[config.mk]
export PLATFORM = sky130hd
export DESIGN_NAME = presettable_counter
export DESIGN_NICKNAME = d
export VERILOG_FILES = /design/src/rtl/counter_pkg.sv /design/src/rtl/counter_ctrl.sv /design/src/rtl/counter_datapath.sv /design/src/rtl/presettable_counter.sv
export SDC_FILE = /design/constraint.sdc
export NUM_CORES = 1
export LEC_CHECK = 0
export CAP_MARGIN = 10
export CORE_AREA = 2 2 39 41
export DETAILED_ROUTE_END_ITERATION = 10
export DIE_AREA = 0 0 41 43
export DONT_BUFFER_PORTS = 1
export PLACE_DENSITY_LB_ADDON = 0.12
export REMOVE_ABC_BUFFERS = 1
export SYNTH_ARGS = -nofsm -noshare
export SYNTH_HDL_FRONTEND = slang
export SYNTH_SLANG_ARGS = --single-unit
[constraint.sdc]
create_clock -name clk -period 2 [get_ports clk]
set_clock_uncertainty 0.15 [all_clocks]
set_input_delay 0.4 -clock clk [delete_from_list [all_inputs] [get_ports clk]]
set_output_delay 0.4 -clock clk [all_outputs]
set_load 0.01 [all_outputs]
[src/rtl/counter_pkg.sv]
package counter_pkg;

  // Strobes passed from the control decode to the datapath.
  typedef struct packed {
    logic doClear;    // synchronous clear at the next edge
    logic doLoad;     // parallel preset at the next edge
    logic doInc;      // advance by one at the next edge
    logic carryGate;  // enables the terminal-count carry decode
  } ctrl_strobes_t;

endpackage

[src/rtl/counter_ctrl.sv]
module counter_ctrl
  import counter_pkg::*;
#(
  parameter bit ASYNC_CLEAR = 1'b0
) (
  input  logic          clearN,
  input  logic          loadN,
  input  logic          enCount,
  input  logic          enCarry,
  output ctrl_strobes_t ctrl
);

  logic clrReq;

  // An asynchronous clear is applied directly on the register, so in that
  // variant no synchronous clear strobe is produced.
  generate
    if (ASYNC_CLEAR) begin : g_asyncClr
      assign clrReq = 1'b0;
    end else begin : g_syncClr
      assign clrReq = !clearN;
    end
  endgenerate

  // Priority: clear, then load, then count, then hold.
  always_comb begin
    ctrl.doClear   = clrReq;
    ctrl.doLoad    = !clrReq && !loadN;
    ctrl.doInc     = !clrReq && loadN && enCount && enCarry;
    ctrl.carryGate = enCarry;
  end

endmodule

[src/rtl/counter_datapath.sv]
module counter_datapath
  import counter_pkg::*;
#(
  parameter int COUNT_W     = 4,
  parameter bit DECADE_MODE = 1'b0,
  parameter bit ASYNC_CLEAR = 1'b0
) (
  input  logic               clk,
  input  logic               clearN,
  input  ctrl_strobes_t      ctrl,
  input  logic [COUNT_W-1:0] dataIn,
  output logic [COUNT_W-1:0] countQ,
  output logic               carryOut
);

  localparam logic [COUNT_W-1:0] MAX_VAL =
    DECADE_MODE ? COUNT_W'(9) : {COUNT_W{1'b1}};

  logic [COUNT_W-1:0] nextCount;
  logic               atMax;
  logic               primed = 1'b0;  // verification only: a clear has happened
  logic               asyncHold;

  assign atMax    = (countQ == MAX_VAL);
  assign carryOut = ctrl.carryGate && atMax;

  always_comb begin
    if (ctrl.doClear)     nextCount = '0;
    else if (ctrl.doLoad) nextCount = dataIn;
    else if (ctrl.doInc)  nextCount = atMax ? '0 : countQ + 1'b1;
    else                  nextCount = countQ;
  end

  generate
    if (ASYNC_CLEAR) begin : g_asyncReg
      always_ff @(posedge clk or negedge clearN) begin
        if (!clearN) begin
          countQ <= '0;
          primed <= 1'b1;
        end else begin
          countQ <= nextCount;
        end
      end
      // the asynchronous clear holds the count at zero without a clock
      assert_async_clear_R3: assert property (@(posedge clk) disable iff (!primed)
        !clearN |-> countQ == '0);
    end else begin : g_syncReg
      always_ff @(posedge clk) begin
        countQ <= nextCount;
        if (ctrl.doClear) primed <= 1'b1;
      end
      // the synchronous clear zeroes the count at the next edge
      assert_sync_clear_R3: assert property (@(posedge clk) disable iff (!primed)
        ctrl.doClear |=> countQ == '0);
    end
  endgenerate

  assign asyncHold = ASYNC_CLEAR && !clearN;

  // a load strobe stores the data word
  assert_load_R2: assert property (@(posedge clk) disable iff (!primed || asyncHold)
    ctrl.doLoad |=> countQ == $past(dataIn));

  // with no strobe the count holds
  assert_hold_R4: assert property (@(posedge clk) disable iff (!primed || asyncHold)
    !(ctrl.doClear || ctrl.doLoad || ctrl.doInc) |=> $stable(countQ));

  // an increment below the maximum adds one
  assert_inc_R4: assert property (@(posedge clk) disable iff (!primed || asyncHold)
    (ctrl.doInc && countQ != MAX_VAL) |=> countQ == $past(countQ) + 1'b1);

  // an increment at the maximum wraps to zero
  assert_wrap_R5: assert property (@(posedge clk) disable iff (!primed || asyncHold)
    (ctrl.doInc && countQ == MAX_VAL) |=> countQ == '0);

  // the carry is gated off whenever the trickle enable is low
  assert_carry_gate_R6: assert property (@(posedge clk) disable iff (!primed)
    !ctrl.carryGate |-> !carryOut);

  // a carry that is counted through is followed by zero
  assert_carry_wrap_R6: assert property (@(posedge clk) disable iff (!primed || asyncHold)
    (carryOut && ctrl.doInc) |=> countQ == '0);

endmodule

[src/rtl/presettable_counter.sv]
module presettable_counter
  import counter_pkg::*;
#(
  parameter int COUNT_W     = 4,
  parameter bit DECADE_MODE = 1'b0,
  parameter bit ASYNC_CLEAR = 1'b0
) (
  input  logic               clk,
  input  logic               clearN,
  input  logic               loadN,
  input  logic [COUNT_W-1:0] dataIn,
  input  logic               enCount,
  input  logic               enCarry,
  output logic [COUNT_W-1:0] countOut,
  output logic               carryOut
);

  ctrl_strobes_t ctrl;

  counter_ctrl #(
    .ASYNC_CLEAR(ASYNC_CLEAR)
  ) ctrl_i (
    .clearN (clearN),
    .loadN  (loadN),
    .enCount(enCount),
    .enCarry(enCarry),
    .ctrl   (ctrl)
  );

  counter_datapath #(
    .COUNT_W    (COUNT_W),
    .DECADE_MODE(DECADE_MODE),
    .ASYNC_CLEAR(ASYNC_CLEAR)
  ) dp_i (
    .clk     (clk),
    .clearN  (clearN),
    .ctrl    (ctrl),
    .dataIn  (dataIn),
    .countQ  (countOut),
    .carryOut(carryOut)
  );

endmodule

==> out/results.txt <==
Nets: 42
Largest net degree at the start of global routing: 9
Final hold viol count: 0
Rows: 14
Share of synthesized registers carrying an async set or reset: 0
Most common library cells after synthesis: dfxtp_1, o21ai_0
Cells on worst reg2reg path: 3
Num CTS Buffers: 3
Max FFs per register: 4
Routed len/inst: 12.3 um
Worst path required time: 1.45 ns
Setup CP Type: reg2out
Fin. max-slew vios: 0
Worst Setup Start Kind: flip-flop
Hold path cells: 1
EDFF count, synth: 0
Max transition margin: 0.825
Netlist Area Pre-Place: 231 um2
Die Y-Extent: 43 um
Critical Path AT: 1.21 ns
FF-to-FF End: dp_i.countQ[0]
Post-CTS Setup Inserts: 0
Final setup fails: 0
IO Pins: 14
Initial Utilization: 0.167
Die area: 1760 um2
# diodes: 0
Seq/Total Area, Yosys: 0.346
Post-synth top area cell: dfxtp_1
R2R setup slack: 0.60 ns
Final ANT Viol Nets: 0
Most flop-heavy register: dp_i.countQ
Cells after synthesis: 27
Placer Congestion: 0.611
Hold WC Path Type: in2reg
Synth top area share: 0.346
CTS max path bufs: 2
Vias: 229
Setup TNS: 0 ns
Peak supply drop: 0.229 mV
HP Start: loadN
P per Cell Area: 785 nW/um2
Clock Latency Late Sink: 0.23 ns
Final period util: 0.879
Top FF cell, synth: dfxtp_1
Distinct cells, synth: 17
Worst slew pin tran: 0.260 ns
Status: finished, final reports clean
Vias in the first global route: 244
Max Clk Rate: 569 MHz
Clock Sink Count: 4
RSZ-0062 raised after global routing: no
MaxCap Viol Count: 0
Remaining Overflow, GRT: 0
Critical R2R Launch: dp_i.countQ[0]
Clock slew at reported path FFs: 0.04 ns
CTS H-tree depth: 1
Share of cells above drive strength 1: 0.167
TritonCTS clock tree: built
Tot GR Track Use: 0.0841
Biggest regs: dp_i.countQ: 4 flops
Worst Setup End Kind: primary output
Crit path max fanout: 6
Area growth syn-to-layout: 18.4%
Top post-synthesis cells by area: dfxtp_1, o21ai_0, a31oi_1
Syn_area_per_cell: 8.57 um2
Critical path origin: dp_i.countQ[0]
PortBufs: 0
LEAKAGE: 0.0000996 uW
Root Driver: clkbuf_4
DRC viols: 0
Routed wire length: 568 um
Initial antenna violation count: 0
First-pass GRT wire length: 966 um
Drt first pass iters: 2
Post-layout min period: 1.76 ns
Core region area: 1380 um2
Final Total Pwr: 215 uW
Post-CTS sizing: 0
Count of hold buffers inserted by post-cts repair: 0
Number of DRC markers in iteration 0: 5
Drt via density: 4.98
Hold path endpoint: dp_i.countQ[2]
YS warnings: 0
Synthesized flop and latch total: 4
Die Width: 41 um
==> worst max-delay path by stage <==
| stage | to |
|---|---|
| finish | carryOut |
| global placement | carryOut |
| detailed placement | carryOut |
| CTS | carryOut |
| floorplan | carryOut |
| global route | carryOut |
==> area by class of cell <==
cell class	count	area (um2)
sequential	4	80.1
fill	160	1110
multi-input combinational	22	148
clock buffer	3	22.5
tap	16	20.0
inverter	1	3.75
==> per-stage QoR <==
stage / util / hold WS, ns / cell area (um2) / instances / worst slack, ns
after floorplan: - / 0.339 / 231 / 27 / 0.560
after global routing: 0.198 / 0.111 / 274 / 46 / 0.173
after detailed placement: 0.182 / 0.344 / 251 / 43 / 0.471
final: 0.198 / 0.111 / 274 / 46 / 0.242
after CTS: 0.198 / 0.0998 / 274 / 46 / 0.222
after global placement: 0.182 / 0.345 / 251 / 43 / 0.492
==> logic make-up (layout without fill, tap and decap cells) <==
| kind of cell | count (synthesis) | count (layout) | synth area share |
|---|---|---|---|
| AOI/OAI and AO/OA | 11 | 11 | 0.287 |
| xor gates and xnor gates | 1 | 1 | 0.0378 |
| adders and majority gates | 1 | 1 | 0.0540 |
| buffers and inverters | 1 | 4 | 0.0162 |
| DFF | 4 | 4 | 0.346 |
| muxes | 1 | 1 | 0.0432 |
| and+or+nand+nor | 8 | 8 | 0.216 |
==> placed cells by master (no fill, tap or decap), drive strengths merged <==
cell    n
o21ai   4
dfxtp   4
clkbuf  3
nand2   3
nand3   2
a31oi   2
a21oi   2
and4    1
a21boi  1
inv     1
and4b   1
or2     1
o22ai   1
xor2    1
mux2i   1
a311o   1
ha      1
==> worst max-delay path, stage by stage (launching register included) <==
cell,delay [ns]
dfxtp_1,0.45
ha_1,0.26
and4_2,0.27
==> routing by layer <==
metal / up-vias / track usage / part of all wire
li1: 111 / - / -
met1: 104 / 0.108 / 0.50
met2: 12 / 0.100 / 0.37
met3: 2 / 0.0314 / 0.11
met4: 0 / 0.0800 / 0.021
met5: - / 0 / 0
==> power by group <==
part           internal [uW]  switching (uW)
clock network           66.8            28.4
logic                   10.8            9.92
registers               86.7            12.5
total                    164            50.8
Note: power is estimated with default switching activity, not from simulation.
